[config.mk]
export PLATFORM = sky130hd
export DESIGN_NAME = ioperm_ctrl
export DESIGN_NICKNAME = d
export VERILOG_FILES = /design/src/rtl/ioperm_pkg.sv /design/src/rtl/ioperm_ctrl.sv
export SDC_FILE = /design/constraint.sdc
export NUM_CORES = 1
export LEC_CHECK = 0
export BUFFER_PORTS_ARGS = -buffer_cell sky130_fd_sc_hd__buf_2
export CAP_MARGIN = 10
export CORE_MARGIN = 10
export CORE_UTILIZATION = 45
export CTS_BUF_LIST = sky130_fd_sc_hd__clkbuf_4
export CTS_CLUSTER_DIAMETER = 60
export DETAILED_ROUTE_END_ITERATION = 6
export PLACE_DENSITY = 0.79
export SLEW_MARGIN = 20
export SYNTH_ARGS = -nofsm -noshare
export SYNTH_HDL_FRONTEND = slang
export SYNTH_SLANG_ARGS = --single-unit
[constraint.sdc]
create_clock -name clk -period 1.9 [get_ports clk]
set_input_delay 0.38 -clock clk [delete_from_list [all_inputs] [get_ports clk]]
set_output_delay 0.38 -clock clk [all_outputs]
set_load 0.05 [all_outputs]
[src/rtl/ioperm_pkg.sv]
package ioperm_pkg;

   typedef enum logic [1:0] {
      ST_IDLE = 2'd0,
      ST_READ = 2'd1,
      ST_DONE = 2'd2
   } chk_state_t;

   localparam logic [31:0] IO_EXIT_CODE_DEF = 32'h0000_007B;

endpackage

[src/rtl/ioperm_ctrl.sv]
module ioperm_ctrl
   import ioperm_pkg::*;
#(
   parameter int PORT_W  = 16,
   parameter int PARAM_W = 32,
   parameter int ADDR_W  = 64,
   parameter int DATA_W  = 16
) (
   input  logic               clk,
   input  logic               rst_n,
   input  logic               start_i,
   input  logic [PORT_W-1:0]  port_i,
   input  logic [PARAM_W-1:0] param_i,
   input  logic [ADDR_W-1:0]  nip_i,
   input  logic [ADDR_W-1:0]  base_i,
   input  logic               en_i,
   output logic               busy_o,
   output logic               mem_req_o,
   output logic [ADDR_W-1:0]  mem_addr_o,
   input  logic               mem_valid_i,
   input  logic [DATA_W-1:0]  mem_rdata_i,
   input  logic [DATA_W-1:0]  mask_i,
   output logic [PORT_W-1:0]  port_q_o,
   output logic [PARAM_W-1:0] param_q_o,
   output logic [ADDR_W-1:0]  nip_q_o,
   output logic               done_o,
   output logic               hit_o
);

   localparam int BYTE_SEL_W = PORT_W - 3;

   if (ADDR_W < BYTE_SEL_W) begin : g_bad_addr
      $error("ioperm_ctrl: address narrower than the byte index");
   end

   chk_state_t         state_q;
   logic [PORT_W-1:0]  port_q;
   logic [PARAM_W-1:0] param_q;
   logic [ADDR_W-1:0]  nip_q;
   logic [ADDR_W-1:0]  addr_q;
   logic               hit_q;
   logic               accept;
   logic [ADDR_W-1:0]  byte_idx;

   assign accept   = start_i && (state_q == ST_IDLE);
   assign byte_idx = {{(ADDR_W-BYTE_SEL_W){1'b0}}, port_i[PORT_W-1:3]};

   always_ff @(posedge clk or negedge rst_n) begin
      if (!rst_n) begin
         state_q <= ST_IDLE;
         port_q  <= '0;
         param_q <= '0;
         nip_q   <= '0;
         addr_q  <= '0;
         hit_q   <= 1'b0;
      end else begin
         case (state_q)
            ST_IDLE: begin
               if (accept) begin
                  port_q  <= port_i;
                  param_q <= param_i;
                  nip_q   <= nip_i;
                  addr_q  <= base_i + byte_idx;
                  hit_q   <= 1'b0;
                  state_q <= en_i ? ST_READ : ST_DONE;
               end
            end
            ST_READ: begin
               if (mem_valid_i) begin
                  hit_q   <= |(mem_rdata_i & mask_i);
                  state_q <= ST_DONE;
               end
            end
            default: begin
               state_q <= ST_IDLE;
            end
         endcase
      end
   end

   assign busy_o     = (state_q != ST_IDLE);
   assign mem_req_o  = (state_q == ST_READ);
   assign mem_addr_o = addr_q;
   assign done_o     = (state_q == ST_DONE);
   assign hit_o      = hit_q && (state_q == ST_DONE);
   assign port_q_o   = port_q;
   assign param_q_o  = param_q;
   assign nip_q_o    = nip_q;

   // a disabled check finishes without touching memory
   assert_no_read_when_off_R1: assert property (@(posedge clk) disable iff (!rst_n)
      (accept && !en_i) |=> (!mem_req_o && done_o));

   // request and address held while waiting
   assert_req_held_R8: assert property (@(posedge clk) disable iff (!rst_n)
      (mem_req_o && !mem_valid_i) |=> (mem_req_o && $stable(mem_addr_o)));

   // done is a single-cycle pulse
   assert_done_pulse_R7: assert property (@(posedge clk) disable iff (!rst_n)
      done_o |=> !done_o);

   // operands do not change while busy
   assert_operands_kept_R9: assert property (@(posedge clk) disable iff (!rst_n)
      (busy_o && !done_o) |=> ($stable(port_q_o) && $stable(param_q_o) && $stable(nip_q_o)));

endmodule

==> summary by stage, run 1 <==
Run status
The run finished, with violations left. The checks that failed: setup timing.

Timing
The top achievable clock speed is 486.3 MHz. Setup repair after global routing could not meet its margin everywhere. Setup violations remaining at the end of the flow were counted as 26. For the finished layout, the period the worst path requires is 2056 ps. The setup TNS is -2283 ps. The final critical path takes up 108.2% of the cycle. The transition at the pin with the smallest max-transition slack is roughly 450 ps. The relative slew slack is 69.68%.

Across all setup checks in the final design, the least slack found is -156.2 ps. The number of max-slew violations in the final report is 0. The number of failing hold endpoints at the final stage is 0. The setup skew after layout is 33.26 ps.

Placed design
At the end of routability-driven placement, the weighted congestion stood at between 0.9 and 1. After legalization and detailed placement, the total HPWL measured roughly 26000 um. Timing analysis after detailed placement gives a worst setup slack of -584.6 ps. The count of buffers from port buffering is a little under 400. The placed instance count is 1745. Once placement finished, the instance area stood at 12130 sq um.

Global route
met2 is the most crowded layer. The number of antenna violations at the first check in global routing came to 7. Summed over all layers, the global routing overflow is 0. For met1 alone, demand over resource in global routing was a little under a third. For this run, global-route usage on met2 was measured as 49.87%.

The met3 track utilization from global routing is 9.476%. The via count of the first global-routing pass is 10960. The global-route wire length before repair is 59640 um. The largest net degree at the start of global routing is 86. The total routing resource utilization after global routing is about 29%.

Setup path
The classification of the worst setup path is input pin to flop. Counting cells, the worst reg-to-reg path comes to 7. The reg-to-reg critical path endpoint is param_q_o[2]. The peak per-stage delay on the critical path is 500 ps. The category of the worst setup path capture point is a flop. Along the worst path, the maximum fanout reaches 12.

Setup slack on the worst reg-to-reg path comes out at 130 ps. Walking the worst path, the cells encountered are buf_2 > ha_4 > o21ai_0 > nor2_1 > o31a_1 > a31oi_4 > buf_12 > clkbuf_16 > or4_1 > a31oi_1. The startpoint identified for the worst register-to-register timing path is state_q[1].

In this run the worst setup path begins at port_i[7]. The cell with the biggest individual delay on the critical path is or4_1. For the worst setup path, the data arrival time is roughly 2600 ps. At the worst endpoint, the required time is around 2400 ps.

The critical path ends at mem_addr_o[58]. The worst setup path is launched from an input pin.

Route
The count of routing violations after the opening detailed-route iteration is 931. For this run, the detailed router's first-pass iteration total came to 5. The routed length per placed instance is 20.94 um. After detailed routing, the number of remaining DRC violations is 0. The routed layout has approximately 11000 vias. Wires add up to 39880 um. The detail route stage leaves a number of antenna-violating nets equal to 0. The via count normalized by instance count is 5.619.

Pwr
The ratio of total power to cell area is approximately 1200 nW/um^2. The maximum VDD drop is 784.7 uV. Summed over all cells, the static leakage comes to 6.987 nW.

Clock network
After clock tree synthesis, the clock-pin slew on the worst setup and hold paths is roughly 170 ps. The number of clock buffers added by TritonCTS is 17. The cell sitting at the root of the clock tree is a clkbuf_4.

The depth of the CTS H-tree is 4. The clock passes through at most 2 buffers. The CTS tree is yes. For the worst-skew pair, the clock arrives at the later sink with an insertion delay of 600 ps. For this design, the sink count on the clock tree is 179.

Final layout
The number of standard cells in the final layout excluding fillers is 1904. The finished layout cell area is 13790 sq um. At the end of the flow, the number of nets in the layout was 1850. The layout overhead on the synthesized area is 58.68%.

Leaving out fill and tap cells, the most frequent cells in the layout are 389 x nand2_1, 386 x buf_2, 177 x dfrtp_1, 126 x buf_4, 109 x dlygate4sd3_1. The fraction of layout cells with a size suffix above 1 is between 30% and 40%. The most frequent standard cell in the layout excluding fill and tap cells is nand2_1. Cells fill 73.22% of the core in the end.

Yosys
The netlist uses between 50 and 60 different library cells. Among all flip-flop cells after synthesis, the most frequent one is dfrtp_1. Summing every instance area after synthesis gives 8690 sq um. In the synthesized netlist the async set-or-reset flop fraction comes to 100.0%.

In this run, synthesis inferred 0 flip-flops with an integrated enable. In this run, synthesis produced a sequential element count of 179. The Yosys warning count is 0. The post-synthesis area per instance is 8.528 sq um.

The total nets after synthesis is 1246. The sequential area share after synthesis is 51.55%. The count of mapped cells out of synthesis is 1019.

Floorplan
The horizontal die dimension is 159.0 um. The number of top-level pins is 393. The die area is around 25000 sq um. From bottom edge to top edge, the die measures 159.0 um. The starting density of the core is 46.15%.

The area of the core is 18830 sq um. The row count is 50.

Hold path
The worst min-delay path category is input pin to flop.

Job
Max-cap violations in this run came to 0.
==> layout make-up <==
cell class | count | area [sq um]
Inverter | 6 | 22.52
Multi-Input combinational cell | 778 | 4284
Clock inverter | 15 | 205.2
Fill cell | 1268 | 5042
Antenna cell | 8 | 20.02
Clock buffer | 17 | 127.6
Sequential cell | 179 | 4482
Tap cell | 260 | 325.3
Timing Repair Buffer | 641 | 4322
==> worst max-delay path: cells and delay by family <==
family | cells | cell delay (ps)
compound gates | 4 | 690
simple gates | 2 | 680
fa+ha+maj | 1 | 310
buf+inv | 3 | 480
==> worst min path at each step <==
stage                    start      endpoint  slack (ps)  depth (start not counted)
floorplan                rst_n         hit_q          80                          0
global placement         rst_n    nip_q_o[6]         330                          1
detailed placement       rst_n   nip_q_o[11]         340                          1
CTS                   nip_i[5]    nip_q_o[5]           2                          3
global route          nip_i[6]    nip_q_o[6]          30                          3
finish              port_i[14]  port_q_o[14]          60                          3
==> through the flow <==
stage	total power [mW]	hold slack, ps
after global routing	16.92	28.88
after floorplan	10.80	84.41
after global placement	13.13	334.5
after detailed placement	13.29	338.3
final	16.25	62.30
after CTS	15.93	1.514
==> report_power, final <==
group | internal, mW | total, mW | switching [mW]
clock network | 0.778 | 2.45 | 1.68
registers | 4.85 | 5.51 | 0.666
logic | 2.07 | 8.28 | 6.21
total | 7.70 | 16.3 | 8.56
==> Yosys cell counts (11+ instances only) <==
cell type,number,area (sq um)
a31oi_1,43,269.0
and3_1,11,68.82
clkbuf_1,49,183.9
dfrtp_1,179,4479
ha_1,13,162.7
nand2_1,391,1468
nand3_1,35,175.2
nand4_1,19,118.9
nor2_1,59,221.5
o21ai_0,19,95.09
o31ai_1,27,202.7
or3_1,13,81.33
or4_1,27,202.7
==> flip-flops by register name, summed over array words and instances, names as in the netlist <==
| signal | cells |
|---|---|
| hit_q | 1 |
| state_q | 2 |
| port_q_o | 16 |
| nip_q_o | 64 |
| param_q_o | 32 |
| mem_addr_o | 64 |
==> cells by family (layout without fill, tap and decap cells) <==
| family | Yosys count | count (layout) | share of synthesized area [%] |
|---|---|---|---|
| compound gates | 152 | 152 | 11.66 |
| other cells | 0 | 8 | 0 |
| fa+ha+maj | 14 | 14 | 2.102 |
| buf+inv | 62 | 679 | 2.880 |
| simple gates | 597 | 597 | 30.25 |
| flops | 179 | 179 | 51.55 |
| mux | 3 | 3 | 0.3456 |
| xor+xnor | 12 | 12 | 1.210 |
==> routing by layer <==
layer  vias up  routed length (um)
met5         -                   0
li1       4732                   -
met4         0                2266
met1      5035               13860
met2       745               19670
met3       186                4079
==> repair_timing <==
action	in CTS	in global routing
hold buffers	108	1
cloned	0	4
resized for setup	10	15
setup endpoints to repair	3	25
hold endpoints to repair	144	1
buffers inserted	2	4
pin swaps	1	18
No activity file was read; power rests on OpenSTA's default activity.
==> run 2: changes to the inputs <==
BUFFER_PORTS_ARGS = -buffer_cell sky130_fd_sc_hd__buf_4   (was -buffer_cell sky130_fd_sc_hd__buf_2)
RECOVER_POWER = 25   (was unset)
==> run 2 against run 1 <==
  * The flow still finishes with violations (setup timing)
  * Combinational power increased by 9.8%
  * Cell count is 0.32% lower
  * Utilization is 5.3 points higher
  * Largest cell class is now non-clock buffers
  * Worst hold slack worse by 15 ps
  * Final area is 7.2% higher
  * Global-route usage increased by 0.99 points
  * Largest power group unchanged
  * Via count decreased by 0.25%
  * Register-to-register slack better by 40 ps
  * Sequential share of layout area decreased by 2.2 points
  * Count of clock-buffer cells in the layout up 1
  * First-iteration DRC count is 7.4% lower
  * Clock skew decreased by 6.7 ps
==> summary by stage, run 2 (same netlist as run 1, synthesis figures left out) <==
Setup path
The setup check on the worst reg-to-reg path leaves a slack of 170 ps. The classification of the worst setup path is input pin to flop. The critical-path maximum fanout is 8. The worst setup path is launched from an input pin. The peak per-stage delay on the critical path is 390 ps. STA puts the critical path data arrival time at ~2400 ps.

The worst endpoint required time is 2360 ps. The largest individual stage delay along the critical path comes from the cell fa_2. Traced cell by cell, the critical path runs through buf_8 > ha_4 > fa_2 > a211oi_2 > nor2_2 > o31a_1 > a31oi_4 > buf_12 > clkbuf_16 > or4_4 > a31oi_1. The worst setup path is captured at a flop.

Timing
Setup violations remaining at the end of the flow were counted as 13. The final-layout worst hold slack is about 48 ps. The number of failing hold endpoints at the final stage is 0.

The top achievable clock speed is ~520 MHz. The number of max-slew violations in the final report is 0. In the finished design, the share of the clock period the worst path needs comes to 101.7%.

Headroom to the max-slew limit came out at 22.66%. Setup repair after global routing could not meet its margin everywhere. The post-route worst setup slack is -31.62 ps. The setup TNS is -179.1 ps. For the pin with the worst max-slew slack, the measured transition is 1160 ps. The clock period minus worst slack is ~1900 ps.

The setup skew after layout is 26.53 ps.

Clock network
The later pin in the worst-skew pair is clocked with a latency of 600 ps. Clock tree synthesis inserted a total of 17 buffers. The tree is rooted in a clkbuf_4.

The clock tree synthesis step divided the H-tree into 4 levels. The CTS tree is yes. Counting along the longest clock path gives a buffer depth of 2. The clock-pin slew of the registers on the worst-case setup and hold paths is 140 ps. Clock tree synthesis found a total of 179 sinks.

Floorplan
The floorplan has 50 rows. The horizontal die dimension is 159.0 um. The number of top-level pins is 393. The starting density of the core is 46.15%. The area of the core is 18830 sq um. From bottom edge to top edge, the die measures 159.0 um. The die area is between 20000 and 30000 sq um.

Global route
The total overflow left after global routing is 0. The number of antenna violations at the first check in global routing is 2. The largest net degree at the start of global routing is 107. In the global route stage, overall resource usage came out at 30.11%. The global-route wire length before repair is 60980 um. The via count of the first global-routing pass came to 10810.

Pwr
In this run the power density over the cells is 1146 nW/um^2. Summed over all cells, the static leakage comes to 7.297 nW. The total power of the final layout is 16.94 mW.

The maximum VDD drop is slightly above 800 uV.

Final layout
The library cell used most frequently in the layout, excluding fill and tap cells, is buf_4. The register cell area after layout is between 4000 and 5000 sq um. The layout overhead on the synthesized area is 70.12%. The post-route netlist has between 30% and 40% of its cells at a drive strength greater than 1. In the final layout, the multi-input gates occupy about 4400 sq um. The fill cell instance count of the final layout is 1155. The net count reported at finish is 1850. In the layout the commonest cells are 504 x buf_4, 389 x nand2_1, 177 x dfrtp_1, 110 x dlygate4sd3_1, 56 x nor2_1.

Placed design
The final weighted congestion of routability-driven global placement is 0.9003. The count of buffers from port buffering is 392. Detailed placement ended at an HPWL of around 28000 um.

Route
After detailed routing, the average wire length per cell comes to 22.03 um. The count of nets left with antenna violations after detail routing is 0. For this block, the via count after detailed routing is 10670.

In this run, the number of DRC markers left after iteration 0 of detailed routing was 862. The length of the first detailed-routing pass in iterations is 5. The via count normalized by instance count is roughly 5.6. The final wirelength is 41810 um. After detailed routing, the number of remaining DRC violations is 0.

Run status
The checks that failed: setup timing. The run finished, with violations left.

Job
Across the run, the number of max-cap violations was 0.

Hold path
The worst min-delay path category is input pin to flop.
==> run 2: per-layer routing <==
metal  global-route usage, %  routed length (um)
met3                   8.443                3784
met2                   52.36               21100
met5                       0                   0
met4                   14.74                2222
met1                   33.15               14700
==> run 2: final timing paths <==
path                                  start             end  depth (start not counted)
max in group asynchronous             rst_n     nip_q_o[29]                          3
worst max-delay path              port_i[3]  mem_addr_o[56]                         11
worst min-delay path               nip_i[9]      nip_q_o[9]                          3
worst max register to register   state_q[0]     nip_q_o[21]                          7
worst min register to register  nip_q_o[46]     nip_q_o[46]                          2
min in group asynchronous             rst_n      nip_q_o[6]                          2
==> run 2: final cells by class <==
| class | count | share of cell area (%) |
|---|---|---|
| Timing Repair Buffer | 641 | 35.84 |
| Sequential cell | 179 | 30.32 |
| Multi-Input combinational cell | 778 | 29.56 |
| Tap cell | 260 | 2.201 |
| Clock inverter | 14 | 0.9818 |
| Clock buffer | 18 | 0.9141 |
| Inverter | 6 | 0.1523 |
| Antenna cell | 2 | 0.03386 |
==> run 2: per-stage QoR <==
| stage | instances | setup WS (ps) | utilization, % | cell area [sq um] |
|---|---|---|---|---|
| 2_1_floorplan | 1019 | -382.2 | - | 9024 |
| 3_3_place_gp | 1742 | -501.6 | 69.54 | 13100 |
| 3_5_place_dp | 1742 | -558.8 | 69.54 | 13100 |
| 4_1_cts | 1886 | -17.09 | 77.12 | 14520 |
| 5_1_grt | 1898 | -79.84 | 78.51 | 14780 |
| 6_report | 1898 | -31.62 | 78.51 | 14780 |
==> run 2: worst max-delay path: cells and delay by family <==
family                   cells  cell delay [ps]
AO/OA/AOI/OAI                4              830
buffers and inverters        3              450
adder cells (fa/ha/maj)      2              550
AND/OR/NAND/NOR              2              170
==> run 2: power breakdown <==
part / internal (mW) / switching (mW) / leakage, nW
logic: 2.82 / 6.28 / 5.00
registers: 4.85 / 0.753 / 2.15
clock network: 0.709 / 1.53 / 0.150
==> run 2: what timing repair did <==
item / 4_1_cts / 5_1_grt
endpoints found under the hold margin: 145 / 0
gates cloned: 0 / 7
resized for setup: 10 / 35
setup buffers: 2 / 3
endpoints found under the setup margin: 3 / 39
pin swaps: 2 / 20
hold buffers: 110 / 0
==> run 3: changes to the inputs <==
CELL_PAD_IN_SITES_DETAIL_PLACEMENT = 1   (was unset)
CELL_PAD_IN_SITES_GLOBAL_PLACEMENT = 1   (was unset)
CORE_UTILIZATION = 37   (was 45)
PLACE_DENSITY = 0.89   (was 0.79)
clock period = 2.4 ns   (was 1.9 ns; I/O delays follow)
==> run 3 against run 2 <==
  * The run now ends clean
  * Flip-flop and latch count stayed put
  * Via count fell by 12%
  * Cell count decreased by 6.0%
  * Critical endpoint is now mem_addr_o[27]
  * Combinational power fell by 27%
  * Die area up 19%
  * First-iteration DRC count shrank 34%
  * Clock power is 24% lower
  * Critical path type unchanged
  * Final area decreased by 13%
  * Non-clock buffer count down 173
  * Sequential power decreased by 22%
==> summary by stage, run 3 (same netlist as run 1, synthesis figures left out) <==
Timing
Setup repair after global routing left no endpoint under its margin. The number of max-slew violations in the final report is 0. The transition at the pin with the smallest max-transition slack is 1106 ps. Setup total negative slack on the finished layout was measured at 0 ps. After layout, the worst setup slack is between 200 and 300 ps. For this run, the top clock speed supported by timing is ~470 MHz.

The clock period minus worst slack is approximately 2100 ps. Hold timing on the final database bottoms out at a slack of 95.46 ps. The final setup violation count is 0. The ratio of final minimum period to clock period is 89.03%.

The relative slew slack is approximately a quarter. On the final layout, the worst clock skew is 48.65 ps. The number of failing hold endpoints at the final stage came to 0.

Global route
The number of antenna violations at the first check in global routing is 3. Global routing consumed, over all layers together, 24.71% of the routing resources. For this run the aggregate overflow at the end of global routing stands at 0. The global-route wire length before repair is 59570 um. The via count of the first global-routing pass is 10280. The largest net degree at the start of global routing is 89.

Clock network
The clock tree root buffer cell is clkbuf_4. Post-CTS repair changed the size of 0 cells. The clock-pin slew of the registers on the worst-case setup and hold paths is between 150 and 200 ps.

CTS saw approximately 180 sinks. The maximum number of buffers from clock root to sink is 2. The CTS tree is yes. The depth of the CTS H-tree is 4. At the later pin of the worst-skew pair, clock insertion delay measures 550 ps. Buffers inserted during clock tree synthesis total 17.

Setup path
The worst setup path is captured at a flop. The cell family with the largest share of critical-path delay is compound AO/OA/AOI/OAI gates. Counting both buffers and inverters, the worst setup path holds a total of 1. For the worst setup path, the data required time is between 2000 and 3000 ps. The worst-case reg-to-reg path depth is 5.

On the worst path, the slowest cell contributes a delay of about 410 ps. On the critical path, the stage with the largest delay is an instance of a311oi_2. STA classifies the critical path startpoint as an input pin. The startpoint identified for the worst register-to-register timing path is state_q[0]. The critical path goes through buf_4 > ha_1 > a21oi_1 > nor2_1 > a311oi_2 > a21o_1 > o21ai_0 > a31oi_1. The setup path with the least slack is of type input pin to flop.

The critical-path maximum fanout is 12. The arrival time at the worst endpoint is 2560 ps. The reg-to-reg critical path endpoint is mem_addr_o[31]. The flop-to-flop setup slack is 550 ps.

Final layout
Leaving out fill and tap cells, the most frequent cells in the layout are 458 x buf_4, 390 x nand2_1, 179 x dfrtp_1, 59 x nor2_1, 42 x a31oi_1. The fraction of the core area covered by cells at the end of the flow is 55.13%. For this run, the post-layout net count is 1677. The fill cell instance count of the final layout is 2849. From synthesis to final layout, the design area changed by 47.57%. Cells with a size suffix above 1 make up 34.93% of the layout. The most frequent standard cell in the layout excluding fill and tap cells is buf_4. After routing the design area is 12820 sq um.

Route
The count of nets left with antenna violations after detail routing is 0. The final layout contains routed wiring with a total length of 37720 um. For this run, the detailed router's first-pass iteration total came to 5. The detailed-route DRC error count is 0. Detailed routing inserted a total of 9370 vias. After detailed routing, the average wire length per cell comes to 21.13 um.

The count of routing violations after the opening detailed-route iteration is 568. The via count normalized by instance count is 5.249.

Hold path
The tightest min-delay check is of the input pin to flop type. The critical hold path startpoint is param_i[17]. The end of the worst hold path is param_q_o[17].

The cell depth of the worst min-delay path is 3.

Placed design
After detailed placement, the total cell area comes to 12540 sq um. At the placement stage, the worst setup path has a slack of -209.5 ps. The final weighted congestion of routability-driven global placement is ~0.9.

In this run the tool buffered the top-level ports with 392 buffer cells. The placed wire-length estimate after detailed placement is ~30000 um.

Pwr
Across the VDD grid, the largest voltage drop is roughly 730 uV. The static leakage is 6.429 nW. Power spread over the standard cell area amounts to 994.1 nW/um^2.

Floorplan
The horizontal die dimension is 173.3 um. The die area is 30020 sq um. The initial utilization of the core area, before any placement, comes to 37.35%. The area of the core is about 23000 sq um. The number of top-level pins is 393. The floorplan has 56 rows. The die outline height is 173.3 um.

Job
Across the run, the number of max-cap violations was 0.

Run status
The flow ran to the end, and the final reports show no timing, DRC or antenna violations.
[run 3: cell count changes in the layout (fill, tap and decap cells not counted), moves of 8 or more]
cell | before | now
dlygate4sd3_1 | 110 | 1
buf_4 | 504 | 458
ha_1 | 2 | 12
ha_4 | 11 | 1
o21ai_0 | 11 | 19
o31ai_1 | 19 | 27
o31ai_2 | 8 | 0
[run 3: timing repair]
item,CTS,global route
setup buffers,0,0
endpoints found under the setup margin,0,0
hold buffers,1,0
endpoints found under the hold margin,12,0
[run 3: how the worst max path moves through the flow]
stage               start        endpoint  slack (ps)  depth (start not counted)
4_1_cts        state_q[0]           hit_o         240                          3
3_5_place_dp   port_i[13]  mem_addr_o[61]        -210                          9
2_1_floorplan  port_i[13]  mem_addr_o[21]          -2                         10
5_1_grt        port_i[15]  mem_addr_o[55]         110                         11
3_3_place_gp   port_i[13]  mem_addr_o[61]        -120                          9
6_report       port_i[15]  mem_addr_o[27]         260                          8
[run 3: final cells by class]
type / count / area (sq um) / share of cell area (%)
Antenna cell: 3 / 7.507 / 0.05854
Clock buffer: 18 / 135.1 / 1.054
Clock inverter: 14 / 142.6 / 1.112
Inverter: 6 / 22.52 / 0.1756
Multi-Input combinational cell: 778 / 4025 / 31.39
Sequential cell: 179 / 4479 / 34.93
Tap cell: 319 / 399.1 / 3.113
Timing Repair Buffer: 468 / 3612 / 28.17
[run 3: worst register-to-register path: stages (launching register included)]
cell and delay (ps):
dfrtp_1 460, nor2_1 310, and2_4 340, buf_4 320
nor2_1 70, a31oi_1 210
[run 3: metal layers]
layer  global-route usage (%)  wire, um
met2                    43.16     18940
met1                    28.15     14890
met3                    6.796      2606
met5                        0         0
met4                    9.522      1281
[run 3: report_power, final]
| group | total [mW] | switching [mW] | leakage, nW | internal (mW) |
|---|---|---|---|---|
| logic | 6.67 | 4.75 | 4.13 | 1.92 |
| registers | 4.37 | 0.531 | 2.15 | 3.84 |
| clock network | 1.71 | 1.23 | 0.150 | 0.479 |
[run 3: stage by stage]
step,cells,power (mW)
after floorplan,1019,8.491
after global placement,1749,10.93
after detailed placement,1749,11.16
after CTS,1782,12.88
after global routing,1785,13.42
final,1785,12.75
